===== config.mk =====
export PLATFORM = sky130hd
export DESIGN_NAME = pix_word_formatter
export DESIGN_NICKNAME = d
export VERILOG_FILES = /design/src/rtl/pixfmt_pkg.sv /design/src/rtl/pixfmt_ctrl.sv /design/src/rtl/pixfmt_datapath.sv /design/src/rtl/pix_word_formatter.sv
export SDC_FILE = /design/constraint.sdc
export NUM_CORES = 1
export LEC_CHECK = 0
export CORE_MARGIN = 2
export CORE_UTILIZATION = 45
export CTS_BUF_LIST = sky130_fd_sc_hd__clkbuf_16
export CTS_CLUSTER_DIAMETER = 120
export DETAILED_ROUTE_END_ITERATION = 8
export DONT_BUFFER_PORTS = 1
export HOLD_SLACK_MARGIN = 0.1
export PLACE_DENSITY_LB_ADDON = 0.3
export SYNTH_ARGS = -nofsm -noshare
export SYNTH_HDL_FRONTEND = slang
export SYNTH_SLANG_ARGS = --single-unit

===== constraint.sdc =====
create_clock -name clk -period 2.4 [get_ports clk]
set_input_delay 0.24 -clock clk [delete_from_list [all_inputs] [get_ports clk]]
set_output_delay 0.24 -clock clk [all_outputs]
set_load 0.02 [all_outputs]

===== src/rtl/pixfmt_pkg.sv =====
package pixfmt_pkg;
  localparam int WORD_W    = 32;
  localparam int HALF_W    = WORD_W / 2;
  localparam int MASK_W    = WORD_W / 8;
  localparam int PIX_BYTES = 3;
  localparam int BUS_W     = 24;

  localparam logic [1:0] WL_16 = 2'd0;
  localparam logic [1:0] WL_32 = 2'd3;

  localparam logic [1:0] BW_16 = 2'd0;
  localparam logic [1:0] BW_8  = 2'd1;
  localparam logic [1:0] BW_18 = 2'd2;
  localparam logic [1:0] BW_24 = 2'd3;

  typedef struct packed {
    logic loadWord;
    logic selHigh;
    logic selByteHi;
  } fmtStrobe_t;
endpackage


===== src/rtl/pixfmt_ctrl.sv =====
module pixfmt_ctrl
  import pixfmt_pkg::*;
(
  input  logic              clk,
  input  logic              rstN,
  input  logic [1:0]        wordLen,
  input  logic [1:0]        busWidth,
  input  logic [MASK_W-1:0] byteMask,
  input  logic              fifoClear,
  input  logic              inValid,
  input  logic              outReady,
  output logic              inReady,
  output logic              outValid,
  output logic              badCfg,
  output fmtStrobe_t        strobe
);
  logic full, hwHigh, byteHigh;
  logic mode16, mode32, bus8, lowOk, highOk, lastBeat, take, accept;

  always_comb begin
    mode16   = (wordLen == WL_16);
    mode32   = (wordLen == WL_32);
    bus8     = (busWidth == BW_8);
    badCfg   = !(mode16 || mode32) || (mode32 && bus8);
    lowOk    = &byteMask[1:0];
    highOk   = &byteMask[3:2];
    lastBeat = mode32 || ((!bus8 || byteHigh) && (hwHigh || !highOk));
    outValid = full && !badCfg && !fifoClear;
    take     = outValid && outReady;
    inReady  = !badCfg && !fifoClear && (!full || (take && lastBeat));
    accept   = inValid && inReady;
    strobe.loadWord  = accept;
    strobe.selHigh   = hwHigh;
    strobe.selByteHi = byteHigh;
  end

  always_ff @(posedge clk or negedge rstN) begin
    if (!rstN) begin
      full     <= 1'b0;
      hwHigh   <= 1'b0;
      byteHigh <= 1'b0;
    end else if (fifoClear) begin
      full     <= 1'b0;
      hwHigh   <= 1'b0;
      byteHigh <= 1'b0;
    end else if (accept) begin
      full     <= mode32 || lowOk || highOk;
      hwHigh   <= mode16 && !lowOk;
      byteHigh <= 1'b0;
    end else if (take) begin
      if (lastBeat) begin
        full     <= 1'b0;
        hwHigh   <= 1'b0;
        byteHigh <= 1'b0;
      end else if (bus8 && !byteHigh) begin
        byteHigh <= 1'b1;
      end else begin
        byteHigh <= 1'b0;
        hwHigh   <= 1'b1;
      end
    end
  end
endmodule


===== src/rtl/pixfmt_datapath.sv =====
module pixfmt_datapath
  import pixfmt_pkg::*;
(
  input  logic                 clk,
  input  logic                 rstN,
  input  logic [1:0]           wordLen,
  input  logic [1:0]           busWidth,
  input  logic [PIX_BYTES-1:0] byteMask,
  input  logic [WORD_W-1:0]    inData,
  input  fmtStrobe_t           strobe,
  output logic [BUS_W-1:0]     outData
);
  logic [WORD_W-1:0]      wordQ;
  logic [PIX_BYTES*8-1:0] maskedW;
  logic [HALF_W-1:0]      half;
  logic [4:0] r5, b5;
  logic [5:0] g6;
  logic [7:0] r8, g8, b8;

  always_ff @(posedge clk or negedge rstN) begin
    if (!rstN) wordQ <= '0;
    else if (strobe.loadWord) wordQ <= inData;
  end

  for (genvar i = 0; i < PIX_BYTES; i++) begin : gByte
    assign maskedW[i*8 +: 8] = byteMask[i] ? wordQ[i*8 +: 8] : 8'h00;
  end

  always_comb begin
    half = strobe.selHigh ? wordQ[WORD_W-1:HALF_W] : wordQ[HALF_W-1:0];
    r5 = half[15:11];
    g6 = half[10:5];
    b5 = half[4:0];
    r8 = maskedW[23:16];
    g8 = maskedW[15:8];
    b8 = maskedW[7:0];
    outData = '0;
    if (wordLen == WL_32) begin
      case (busWidth)
        BW_24:   outData = {r8, g8, b8};
        BW_18:   outData[17:0] = {r8[7:2], g8[7:2], b8[7:2]};
        BW_16:   outData[15:0] = {r8[7:3], g8[7:2], b8[7:3]};
        default: outData = '0;
      endcase
    end else begin
      case (busWidth)
        BW_24:   outData = {r5, r5[4:2], g6, g6[5:4], b5, b5[4:2]};
        BW_18:   outData[17:0] = {r5, r5[4], g6, b5, b5[4]};
        BW_16:   outData[15:0] = half;
        default: outData[7:0] = strobe.selByteHi ? half[15:8] : half[7:0];
      endcase
    end
  end
endmodule


===== src/rtl/pix_word_formatter.sv =====
module pix_word_formatter
  import pixfmt_pkg::*;
(
  input  logic              clk,
  input  logic              rstN,
  input  logic [1:0]        cfgWordLen,
  input  logic [1:0]        cfgBusWidth,
  input  logic [MASK_W-1:0] cfgByteMask,
  input  logic              fifoClear,
  input  logic              inValid,
  input  logic [WORD_W-1:0] inData,
  output logic              inReady,
  output logic              outValid,
  output logic [BUS_W-1:0]  outData,
  input  logic              outReady,
  output logic              cfgError
);
  fmtStrobe_t strobe;

  pixfmt_ctrl uCtrl (
    .clk(clk), .rstN(rstN), .wordLen(cfgWordLen), .busWidth(cfgBusWidth),
    .byteMask(cfgByteMask), .fifoClear(fifoClear), .inValid(inValid),
    .outReady(outReady), .inReady(inReady), .outValid(outValid),
    .badCfg(cfgError), .strobe(strobe)
  );

  pixfmt_datapath uData (
    .clk(clk), .rstN(rstN), .wordLen(cfgWordLen), .busWidth(cfgBusWidth),
    .byteMask(cfgByteMask[PIX_BYTES-1:0]), .inData(inData), .strobe(strobe),
    .outData(outData)
  );
endmodule


# ---- Yosys cells after proc, flatten, opt, wreduce, memory -nomap -nowiden
# Index checks and enable logic that the tools add are counted.
dict set report classes {
  n_eq_ne 5
  n_mux 27
  reduce_logical 35
}
# cell n
set ops {}
lappend ops {{$pmux 16 s3} 1}
lappend ops {{$pmux 8 s3} 2}
lappend ops {{$mux 8} 4}
lappend ops {{$mux 24} 1}
lappend ops {{$mux 16} 1}
lappend ops {{$mux 1} 14}
lappend ops {{$mux 6} 2}
lappend ops {{$logic_and 1x1->1} 11}
lappend ops {{$logic_not 1->1} 8}
lappend ops {{$logic_or 1x1->1} 8}
lappend ops {{$pmux 2 s2} 2}
lappend ops {{$reduce_and 2->1} 4}
lappend ops {{$eq 2x2->1 const B} 3}
lappend ops {{$reduce_bool 3->1} 2}
lappend ops {{$logic_not 2->1} 2}
lappend ops {{$ne 4x2->1 const B} 1}
lappend ops {{$eq 2x1->1 const B} 1}
dict set report totals {
  inputBits 45
  output_inout_bits 27
  ff_bits 35
}

# ---- Longest topological paths before layout
# Gate-level depths: netlist of run 1.
dict set report logic_depth {
  ltp_word 14
  ltp_mapped 8
}

# ---- By module
# A second synthesis of run 1 with hierarchy kept.
dict set report hier_totals {
  cells_unflattened 333
  area_unflattened_um2 3029.2
}
# module area_per_inst_um2 cells_per_inst instances seq_area_each_um2
set by_module_without_submodules {}
lappend by_module_without_submodules {pixfmt_datapath 2693.8 299 1 800.8}
lappend by_module_without_submodules {pixfmt_ctrl 335.3 34 1 75.1}

# ---- Worst setup path before layout of run 1
# No wires, ideal clock.
dict set report synth_timing {
  kind {input to output}
  start {input cfgBusWidth[0]}
  end {output outData[17]}
  path_buffers 4
  cell_stages 6
  path_slack_ns 0.276
  t_arrival_ns 1.884
  path_cell_list {buf_6 -> clkbuf_1 -> clkbuf_1 -> buf_1 -> mux2i_1 -> o21ai_0}
}
dict set report synth_between {
  elab_chain_cells 3
  elab_cells_between_ends 5
  classes_between {2 x eq/ne; 3 x mux}
}
# item line
set synth_lines {}
lappend synth_lines {{start: declaration} pix_word_formatter.sv:7} ;# input logic [1:0] cfgBusWidth,
lappend synth_lines {{$eq 2x2->1} {pixfmt_datapath.sv:39, pixfmt_datapath.sv:46}}
lappend synth_lines {{$pmux 2 s2 (on tied branches)} {pixfmt_datapath.sv:46, pixfmt_datapath.sv:39}}
lappend synth_lines {{$mux 24 *} pixfmt_datapath.sv:38} ;# if (wordLen == WL_32) begin
lappend synth_lines {{end: declaration} pix_word_formatter.sv:14} ;# output logic [BUS_W-1:0] outData,
# Mark *: on every way between the ends. The rest lies on a longest branch, timed or not.

# ---- Worst setup path after layout of run 1
dict set report layout_timing {
  start {register uCtrl.hwHigh}
  end {output outData[12]}
}
dict set report layout_between {
  elab_chain_cells 3
}
# item line
set layout_lines {}
lappend layout_lines {{start: declaration} pixfmt_ctrl.sv:17} ;# logic full, hwHigh, byteHigh;
lappend layout_lines {{start signal: assignment} pixfmt_ctrl.sv:48} ;# hwHigh <= mode16 && !lowOk;
lappend layout_lines {{$mux 16} pixfmt_datapath.sv:30} ;# half = strobe.selHigh ? wordQ[WORD_W-1:HALF_W] : wordQ[HALF_W-1:0];
lappend layout_lines {{$pmux 8 s3} pixfmt_datapath.sv:46} ;# case (busWidth)
lappend layout_lines {{$mux 24} pixfmt_datapath.sv:38}
# No other way between the ends.

==> qor.txt, run 1 <==
status - completed
first-pass GRT wire length - 12970 µm
Pre-antenna DRT Iters - 4
mux share of post-synthesis cell area - 29.16%
DR vias/cell - 6.330
Diodes inserted - 0
Die Y - 85.23 µm
core area - 6350 µm²
Synth Area in Compound Gates - 21.28%
Clock Sinks - 35
critical-path cell list - buf_6 -> mux2_2 -> nor2_1 -> a21oi_1 -> a21oi_1 -> a221oi_1 -> buf_4
Yosys cell types - 48
PD cells - 789.5 nW/µm²
Post-Synth Adder-Cell Area - 0%
Iter 0 DRT Violations - 198
largest net degree at the start of global routing - 65
EDFF count, synth - 0
WHS Endpoint - uData.wordQ[27]$_DFFE_PN0P_
CTS tree - done
I/O Pins - 72
setup TNS - 0 ps
syn_nets - 367
total grt overflow - 0
Worst R2R Start - uCtrl.hwHigh$_DFFE_PN0P_
r2r worst-path depth - 5
hold path cells - 1
vias - 2665
Worst setup EP type - primary output
worst setup margin - 168.8 ps
FMAX - 448.2 MHz
antenna violations before repair - 0
Setup WS pre-CTS - 235.0 ps
antenna-violating nets left - 0
clk buf depth - 2
Syn Inst Count - 322
met1 wire length - 3495 µm
top layer in use - met4
Lkg Pwr - 1.541 nW
Placed Instances - 399
GPL Wtd Cong - 0.8207
Clk Latency, worst-skew pair - 280 ps
Worst Hold Class - input port to flop
Worst path most repeated cell - a21oi_1
Seq. cell area - 875.8 µm²
Die X - 85.23 µm
simple-gate share of the synthesized area - 14.20%
max-cap violation count - 0
Critical Path Start Type - flop
largest family of logic cells by synthesized area - multiplexers
hpwl dp - 5446 µm
H-tree Lvls - 2
Worst-path clk slew - 60 ps
commonest non-fill, non-tap cell in the layout - a21oi_1
total global-route track usage - 22.14%
maximum vdd ir drop - 0.4118 mV
RSZ-0062 raised after global routing - no
Synthesis Warnings - 0
clk_skew - 6.172 ps
Clock Root Buffer - clkbuf_16
Core Rows - 29
Post-Route WL - 8056 µm
layout cells sized above 1 - 25.58%
area occupied by multi-input gates - 1926 µm²
r2r endpoint - uData.wordQ[18]$_DFFE_PN0P_
post-synthesis async set-or-reset flop share - 100.0%
Wirelength per Cell - 19.14 µm
R2R Setup Slk - 240 ps
critical path buffer and inverter count - 2
Rel. slew slack - 53.20%
# nets final - 388
Initial Util - 46.76%
fillers - 584
XOR/XNOR Fraction of Synth Area - 0%
TritonCTS buffer count - 5
hold violation total from the final report - 0
vias in the first global route - 2474
sequential fraction of the synthesis area - 29.50%
count of final setup violators - 0
# DRC - 0
die area - 7264 µm²
top_reg_cell synth - dfrtp_1
Max FO, Critical Path - 24
DR WL met2 - 3921 µm
fin crit share - 92.97%
Least-Margin Pin Slew - 694.7 ps
CP top delay family - compound AO/OA/AOI/OAI gates
input/output buffers - 0
Syn-to-layout area delta - 16.69%
Core Util, Final - 54.56%
Max stage delay on crit path - 400 ps
WS Path Type - flop to primary output
crit path DAT - 1990 ps
CP max-delay cell - dfrtp_1
Crit path required time - 2160 ps
metal3 WL - 576 µm
hold_sp - inData[27]
post-synthesis area per instance - 9.221 µm²
Post-Syn Area - 2969 µm²
min cycle time layout - 2231 ps
most frequent cells in the layout - 41 x a21oi_1, 35 x dfrtp_1, 30 x buf_4
Final Max Slew Viols - 0
Final Non-Filler Cells - 421
register bit count reported by yosys - 35
==> through the flow <==
stage / power, mW / cell area (µm²) / hold WS (ps)
floorplan: 1.671 / 2969 / -55.59
CTS: 2.719 / 3344 / 101.3
global placement: 1.929 / 3136 / -54.41
finish: 2.735 / 3465 / 104.5
global route: 2.888 / 3465 / 100.0
detailed placement: 1.949 / 3136 / -54.36
==> logic make-up after synthesis <==
logic type / after synthesis
AO/OA/AOI/OAI: 100
buffers and inverters: 34
flip-flops: 35
multiplexers: 67
AND/OR/NAND/NOR: 86
==> sequential cells by signal (all words and copies together) (netlist names) <==
signal          cells
uCtrl.full          1
uCtrl.byteHigh      1
uCtrl.hwHigh        1
uData.wordQ        32
==> how the worst max path moves through the flow <==
stage / startpoint / to / cells after the start
after floorplan: cfgBusWidth[0] / outData[17] / 6
final: uCtrl.hwHigh$_DFFE_PN0P_ / outData[12] / 7
after global routing: uCtrl.hwHigh$_DFFE_PN0P_ / outData[14] / 6
after detailed placement: cfgWordLen[1] / uData.wordQ[18]$_DFFE_PN0P_ / 5
after CTS: uCtrl.hwHigh$_DFFE_PN0P_ / outData[5] / 6
after global placement: cfgWordLen[1] / uData.wordQ[31]$_DFFE_PN0P_ / 5
==> routing by layer <==
layer | GRT usage, % | vias up
li1 | - | 1259
met1 | 31.45 | 1294
met2 | 34.94 | 108
met3 | 4.767 | 4
met4 | 4.618 | 0
met5 | 0 | -
==> cells in the mapped netlist, types with 3 or more instances <==
library cell,instances,area share (%)
mux2i_1,25,8.4
clkbuf_1,19,2.4
mux4_2,3,2.3
and3_1,7,1.5
nor3_1,7,1.2
o22ai_1,5,1.1
nand2b_1,4,0.84
dfrtp_1,35,29
a221oi_1,8,2.4
buf_2,4,0.67
a21oi_1,41,6.9
buf_6,5,1.9
mux2_2,10,3.8
nor2b_1,7,1.5
a311oi_1,3,0.89
a31oi_1,5,1.1
o211ai_1,3,0.76
nand2_1,21,2.7
o21ai_0,15,2.5
mux2_4,29,15
nand3_1,5,0.84
a211oi_1,6,1.5
nor2_1,25,3.2
nor3b_1,3,0.76
==> worst reg2reg max path: cells and delay by family (launching register included) <==
| kind | cells | cell delay, ps |
|---|---|---|
| compound gates | 2 | 280 |
| flops | 1 | 370 |
| mux | 1 | 410 |
| simple gates | 2 | 1000 |
==> area by class of cell <==
| cell class | count | area share, % |
|---|---|---|
| Inverter | 3 | 0.3250 |
| Multi-Input combinational cell | 253 | 55.58 |
| Clock buffer | 5 | 3.611 |
| Sequential cell | 35 | 25.28 |
| Tap cell | 77 | 2.781 |
| Clock inverter | 3 | 1.264 |
| Timing Repair Buffer | 45 | 11.16 |
==> what timing repair did <==
action / in CTS / in global routing
endpoints found under the setup margin: 0 / 2
gates resized for setup: 0 / 2
setup buffers: 0 / 0
hold buffers: 3 / 11
hold endpoints to repair: 36 / 11
==> power by group <==
group | switching [mW] | total [mW] | leakage (nW) | internal, mW
registers | 0.200 | 0.935 | 0.421 | 0.734
logic | 0.484 | 1.05 | 1.04 | 0.566
clock network | 0.260 | 0.750 | 0.0838 | 0.490
total | 0.945 | 2.74 | 1.54 | 1.79
Power figures use the tool's default switching activity.
==> run 2: changes to the inputs <==
==> constraint.sdc (replaced) <==
create_clock -name clk -period 2.02 [get_ports clk]
set_input_delay 0.202 -clock clk [delete_from_list [all_inputs] [get_ports clk]]
set_output_delay 0.202 -clock clk [all_outputs]
set_load 0.02 [all_outputs]
==> run 2 against run 1 <==
Net effect: the flow now finishes with violations (negative setup slack); first-iteration DRC count rose by 34%; highest routed layer unchanged; count of clock-buffer cells in the layout did not move; utilization rose by 7.8 points; critical endpoint unchanged; sequential share of layout area fell by 3.1 points.
==> qor.txt, run 2 (synthesis results as in run 1) <==
status - finished, violations left (was completed)
failing checks - negative setup slack
count of final setup violators - 46 (was 0)
H-tree Lvls - 2 (unchanged)
Max stage delay on crit path - 460 ps (was 400 ps)
# DRC - 0 (unchanged)
Initial Util - 46.76% (unchanged)
most frequent cells in the layout - 36 x buf_4, 34 x dlygate4sd3_1, 34 x dfrtp_1 (was 41 x a21oi_1, 35 x dfrtp_1, 30 x buf_4)
CP top delay family - buffers and inverters (was compound AO/OA/AOI/OAI gates)
Die X - 85.23 µm (unchanged)
worst setup margin - -155.7 ps (was 168.8 ps)
total grt overflow - 0 (unchanged)
FMAX - 459.6 MHz
Max FO, Critical Path - 6 (was 24)
Rel. slew slack - 72.74% (was 53.20%)
layout cells sized above 1 - 34.67% (was 25.58%)
Die Y - 85.23 µm (unchanged)
clk buf depth - 2 (unchanged)
crit path DAT - 1970 ps (was 1990 ps)
Wirelength per Cell - 19.64 µm (was 19.14 µm)
antenna-violating nets left - 0 (unchanged)
Pre-antenna DRT Iters - 5 (was 4)
hold violation total from the final report - 0 (unchanged)
# nets final - 420 (was 388)
Least-Margin Pin Slew - 398.5 ps (was 694.7 ps)
fin crit share - 107.7%
core area - 6350 µm² (unchanged)
antenna violations before repair - 0 (unchanged)
input/output buffers - 0 (unchanged)
largest net degree at the start of global routing - 65 (unchanged)
TritonCTS buffer count - 5 (unchanged)
RSZ-0062 raised after global routing - yes (was no)
Syn-to-layout area delta - 33.42% (was 16.69%)
PD cells - 850.0 nW/µm² (was 789.5 nW/µm²)
Worst setup EP type - primary output (unchanged)
CP max-delay cell - dfrtp_2 (was dfrtp_1)
vias in the first global route - 2844 (was 2474)
min cycle time layout - 2176 ps
Worst Hold Class - input port to flop (unchanged)
Core Rows - 29 (unchanged)
Iter 0 DRT Violations - 266 (was 198)
Clock Root Buffer - clkbuf_16 (unchanged)
Worst-path clk slew - 60 ps (about the same)
Setup WS pre-CTS - 14.95 ps (was 235.0 ps)
Diodes inserted - 0 (unchanged)
Critical Path Start Type - flop (unchanged)
total global-route track usage - 23.71% (was 22.14%)
max-cap violation count - 0 (unchanged)
fillers - 504 (was 584)
CTS tree - done (unchanged)
Final Non-Filler Cells - 452 (was 421)
maximum vdd ir drop - 0.5156 mV (was 0.4118 mV)
commonest non-fill, non-tap cell in the layout - buf_4 (was a21oi_1)
max reg flops - 32 (unchanged)
hpwl dp - 5721 µm (was 5446 µm)
Final Max Slew Viols - 0 (unchanged)
Crit path required time - 1820 ps (was 2160 ps)
Clk Latency, worst-skew pair - 280 ps (about the same)
Clock Sinks - 35 (unchanged)
DR vias/cell - 6.292 (was 6.330)
GPL Wtd Cong - 0.8404 (was 0.8207)
I/O Pins - 72 (unchanged)
Post-Route WL - 8878 µm (was 8056 µm)
first-pass GRT wire length - 14010 µm (was 12970 µm)
clk_skew - 4.472 ps (was 6.172 ps)
largest register by flop count - uData.wordQ (unchanged)
Lkg Pwr - 1.703 nW (was 1.541 nW)
WS Path Type - flop to primary output (unchanged)
critical path buffer and inverter count - 3 (was 2)
vias - 2844 (was 2665)
die area - 7264 µm² (unchanged)
critical-path cell list - clkbuf_16 -> buf_4 -> mux2i_4 -> a21oi_2 -> a21oi_2 -> a221oi_2 -> buf_4 (was buf_6 -> mux2_2 -> nor2_1 -> a21oi_1 -> a21oi_1 -> a221oi_1 -> buf_4)
Placed Instances - 407 (was 399)
[run 2: changes by cell type in the layout (fill, tap and decap cells not counted), sizes merged]
cell | before | now
clkbuf | 5 | 6
bufinv | 1 | 0
dlygate4sd3 | 13 | 34
buf | 32 | 42
[run 2: per-stage QoR]
step / power (mW) / hold WS, ps / TNS (ps) / util [%] / instance area [µm²]
2_1_floorplan: 1.987 / -93.59 / 0 / - / 2969
3_3_place_gp: 2.335 / -92.46 / 0 / 50.92 / 3233
3_5_place_dp: 2.364 / -92.40 / 0 / 50.92 / 3233
4_1_cts: 3.221 / 134.0 / -624.3 / 60.12 / 3817
5_1_grt: 3.529 / 158.7 / -4827 / 62.38 / 3961
6_report: 3.367 / 136.9 / -2028 / 62.38 / 3961
[run 2: metal layers]
| layer | GRT usage, % | wire, µm |
|---|---|---|
| met3 | 4.280 | 569 |
| met4 | 9.380 | 139 |
| met2 | 39.13 | 4491 |
| met1 | 30.84 | 3678 |
| met5 | 0 | 0 |
[run 2: what timing repair did]
| action | CTS | global route |
|---|---|---|
| setup endpoints to repair | 14 | 51 |
| resized for setup | 16 | 26 |
| gates cloned | 0 | 1 |
| endpoints found under the hold margin | 68 | 0 |
| setup buffers | 1 | 2 |
| pin swaps | 3 | 18 |
| hold buffers | 35 | 0 |
[run 2: final cells by class]
cell class | count | area [µm²] | share of cell area [%]
multi-input cells | 253 | 2105 | 53.13
flip-flops and latches | 35 | 877.1 | 22.14
repair buffers | 77 | 738.2 | 18.64
clock buffers | 5 | 125.1 | 3.159
well taps | 77 | 96.34 | 2.432
inverters | 3 | 11.26 | 0.2843
clock inverters | 2 | 8.758 | 0.2211
[run 2: worst paths after layout]
kind | startpoint | endpoint | slack (ps) | cells past startpoint
min in group asynchronous | rstN | uData.wordQ[5]$_DFFE_PN0P_ | 370 | 2
min | fifoClear | uCtrl.byteHigh$_DFFE_PN0P_ | 140 | 2
max | uCtrl.hwHigh$_DFFE_PN0P_ | outData[12] | -160 | 7
min reg2reg | uData.wordQ[26]$_DFFE_PN0P_ | uData.wordQ[26]$_DFFE_PN0P_ | 510 | 1
max in group asynchronous | rstN | uCtrl.hwHigh$_DFFE_PN0P_ | 1460 | 2
max reg2reg | uCtrl.hwHigh$_DFFE_PN0P_ | uData.wordQ[27]$_DFFE_PN0P_ | -40 | 6
[run 2: power breakdown]
| group | total [mW] | switching, mW | internal, mW |
|---|---|---|---|
| logic | 1.50 | 0.668 | 0.828 |
| registers | 1.14 | 0.266 | 0.874 |
| clock network | 0.731 | 0.288 | 0.443 |
| total | 3.37 | 1.22 | 2.15 |
==> run 3: changes to the inputs <==
--- a/config.mk
+++ b/config.mk
@@ -7,7 +7,6 @@
 export LEC_CHECK = 0
 export CORE_MARGIN = 2
 export CORE_UTILIZATION = 45
-export CTS_BUF_LIST = sky130_fd_sc_hd__clkbuf_16
 export CTS_CLUSTER_DIAMETER = 120
 export DETAILED_ROUTE_END_ITERATION = 8
 export DONT_BUFFER_PORTS = 1
==> run 3 against run 2 <==
Net effect: the flow still finishes with violations (negative setup slack); flip-flop and latch count unchanged; sequential share of layout area down 0.41 points; first-iteration DRC count down 2.3%; register-to-register slack worse by 130 ps; worst setup slack worse by 16 ps; clock power down 25%; sequential power about the same; routed wire length up 2.2%; final cell count up 1.1%; hold slack worse by 23 ps; highest routed layer unchanged; final area up 1.9%.
==> qor.txt, run 3 (synthesis results as in run 1) <==
clk_skew - 6.648 ps (was 4.472 ps)
critical path buffer and inverter count - 2 (was 3)
fillers - 494 (was 504)
status - finished, violations left (unchanged)
Syn-to-layout area delta - 35.95% (was 33.42%)
input/output buffers - 0 (unchanged)
layout cells sized above 1 - 36.84% (was 34.67%)
critical-path cell list - and3b_1 -> o21ai_2 -> a21oi_2 -> or4b_4 -> buf_4 -> buf_12 -> mux2_4 (was clkbuf_16 -> buf_4 -> mux2i_4 -> a21oi_2 -> a21oi_2 -> a221oi_2 -> buf_4)
Worst-path clk slew - 80 ps (was 60 ps)
# DRC - 0 (unchanged)
Final Power - 3.191 mW (was 3.367 mW)
Iter 0 DRT Violations - 260 (was 266)
setup TNS - -4828 ps (was -2028 ps)
Die Y - 85.23 µm (unchanged)
Max stage delay on crit path - 560 ps (was 460 ps)
hold violation total from the final report - 0 (unchanged)
CP max-delay cell - or4b_4 (was dfrtp_2)
CP top delay family - simple AND/OR/NAND/NOR gates (was buffers and inverters)
Pre-antenna DRT Iters - 5 (unchanged)
Least-Margin Pin Slew - 402.0 ps (was 398.5 ps)
min cycle time layout - 2192 ps (was 2176 ps)
antenna violations before repair - 0 (unchanged)
core area - 6350 µm² (unchanged)
# nets final - 425 (was 420)
Rel. slew slack - 72.51% (was 72.74%)
crit path DAT - 2380 ps (was 1970 ps)
fin crit share - 108.5% (was 107.7%)
commonest non-fill, non-tap cell in the layout - buf_4 (unchanged)
I/O Pins - 72 (unchanged)
Clock Root Buffer - clkbuf_8 (was clkbuf_16)
Placed Instances - 407 (unchanged)
worst setup margin - -171.9 ps (was -155.7 ps)
clock network power share - 17.1% (was 21.7%)
Max FO, Critical Path - 5 (was 6)
sequential share of power - 35.4% (was 33.8%)
CTS tree - done (unchanged)
failing checks - negative setup slack (unchanged)
count of final setup violators - 49 (was 46)
Critical Path Start Type - flop (unchanged)
antenna-violating nets left - 0 (unchanged)
Die X - 85.23 µm (unchanged)
largest net degree at the start of global routing - 65 (unchanged)
vias in the first global route - 2825 (was 2844)
max-cap violation count - 0 (unchanged)
total global-route track usage - 24.47% (was 23.71%)
FMAX - 456.2 MHz (was 459.6 MHz)
Diodes inserted - 0 (unchanged)
first-pass GRT wire length - 14300 µm (was 14010 µm)
most frequent cells in the layout - 36 x buf_4, 34 x dlygate4sd3_1, 34 x dfrtp_1 (unchanged)
Worst setup EP type - flop (was primary output)
Core Rows - 29 (unchanged)
Final Max Slew Viols - 0 (unchanged)
P_int - 1.982 mW (was 2.145 mW)
H-tree Lvls - 2 (unchanged)
TritonCTS buffer count - 5 (unchanged)
Initial Util - 46.76% (unchanged)
GPL Wtd Cong - 0.8404 (unchanged)
Final Non-Filler Cells - 457 (was 452)
Wirelength per Cell - 19.85 µm (was 19.64 µm)
Min Hold Slack - 113.7 ps (was 136.9 ps)
Clock Sinks - 35 (unchanged)
vias - 2873 (was 2844)
max reg flops - 32 (unchanged)
PD cells - 790.5 nW/µm² (was 850.0 nW/µm²)
maximum vdd ir drop - 0.5555 mV (was 0.5156 mV)
die area - 7264 µm² (unchanged)
Post-Route WL - 9071 µm (was 8878 µm)
Crit path required time - 2200 ps (was 1820 ps)
Lkg Pwr - 1.745 nW (was 1.703 nW)
WS Path Type - flop to flop (was flop to primary output)
clk buf depth - 2 (unchanged)
Switching Fraction - 37.89% (was 36.29%)
total grt overflow - 0 (unchanged)
largest register by flop count - uData.wordQ (unchanged)
hpwl dp - 5721 µm (unchanged)
RSZ-0062 raised after global routing - yes (unchanged)
Comb pwr share - 47.5% (was 44.4%)
switching pwr - 1.209 mW (was 1.222 mW)
Worst Hold Class - input port to flop (unchanged)
Clk Latency, worst-skew pair - 300 ps (was 280 ps)
DR vias/cell - 6.287 (was 6.292)
[run 3: changes by cell type in the layout (fill, tap and decap cells not counted), sizes merged]
cell	previous run	this run
buf	42	46
clkinv	3	2
clkbuf	6	8
[run 3: power by group through the flow]
stage / clock [mW] / sequential (mW) / combinational, mW
6_report: 0.545 / 1.13 / 1.52
5_1_grt: 0.582 / 1.15 / 1.62
4_1_cts: 0.534 / 1.10 / 1.40
3_5_place_dp: 0 / 1.11 / 1.26
3_3_place_gp: 0 / 1.10 / 1.24
2_1_floorplan: 0 / 1.01 / 0.980
[run 3: path summary, 6_finish.rpt]
| check | start | endpoint | slack, ps | depth (start not counted) |
|---|---|---|---|---|
| worst min-delay path | fifoClear | uCtrl.byteHigh$_DFFE_PN0P_ | 110 | 2 |
| worst max register to register | uCtrl.hwHigh$_DFFE_PN0P_ | uData.wordQ[27]$_DFFE_PN0P_ | -170 | 7 |
| worst max-delay path | uCtrl.hwHigh$_DFFE_PN0P_ | uData.wordQ[27]$_DFFE_PN0P_ | -170 | 7 |
| min in group asynchronous | rstN | uData.wordQ[5]$_DFFE_PN0P_ | 350 | 2 |
| max in group asynchronous | rstN | uCtrl.hwHigh$_DFFE_PN0P_ | 1480 | 2 |
| worst min register to register | uData.wordQ[24]$_DFFE_PN0P_ | uData.wordQ[24]$_DFFE_PN0P_ | 520 | 1 |
[run 3: worst register-to-register path: stages, from the launching register on]
cell and delay, ps:
dfrtp_2 450, and3b_1 210, o21ai_2 170, a21oi_2 90
or4b_4 560, buf_4 180, buf_12 130, mux2_4 300
[run 3: per-layer routing]
layer / up-vias / global-route usage [%] / wire length [µm]
met1: 1405 / 32.80 / 3763
li1: 1325 / - / -
met4: 0 / 9.380 / 191
met5: - / 0 / 0
met2: 124 / 40.06 / 4507
met3: 19 / 3.502 / 608
[run 3: area by class of cell]
| type | count | area (µm²) | share of cell area (%) |
|---|---|---|---|
| Inverter | 3 | 11.26 | 0.2790 |
| Timing Repair Buffer | 82 | 853.3 | 21.14 |
| Multi-Input combinational cell | 253 | 2111 | 52.29 |
| Tap cell | 77 | 96.34 | 2.387 |
| Sequential cell | 35 | 877.1 | 21.73 |
| Clock inverter | 1 | 5.005 | 0.1240 |
| Clock buffer | 6 | 82.58 | 2.046 |
[run 3: repair_timing]
item	4_1_cts	5_1_grt
endpoints found under the hold margin	68	0
hold buffers	35	0
cloned	2	2
setup endpoints to repair	18	52
resized for setup	23	26
buffers inserted	1	4
pin swaps	3	17
[run 3: stage by stage]
step	utilization (%)	setup slack, ps	instance area, µm²
after floorplan	-	7.561	2969
after global placement	50.92	73.21	3233
after detailed placement	50.92	14.95	3233
after CTS	60.69	-112.1	3854
after global routing	63.57	-231.2	4036
final	63.57	-171.9	4036
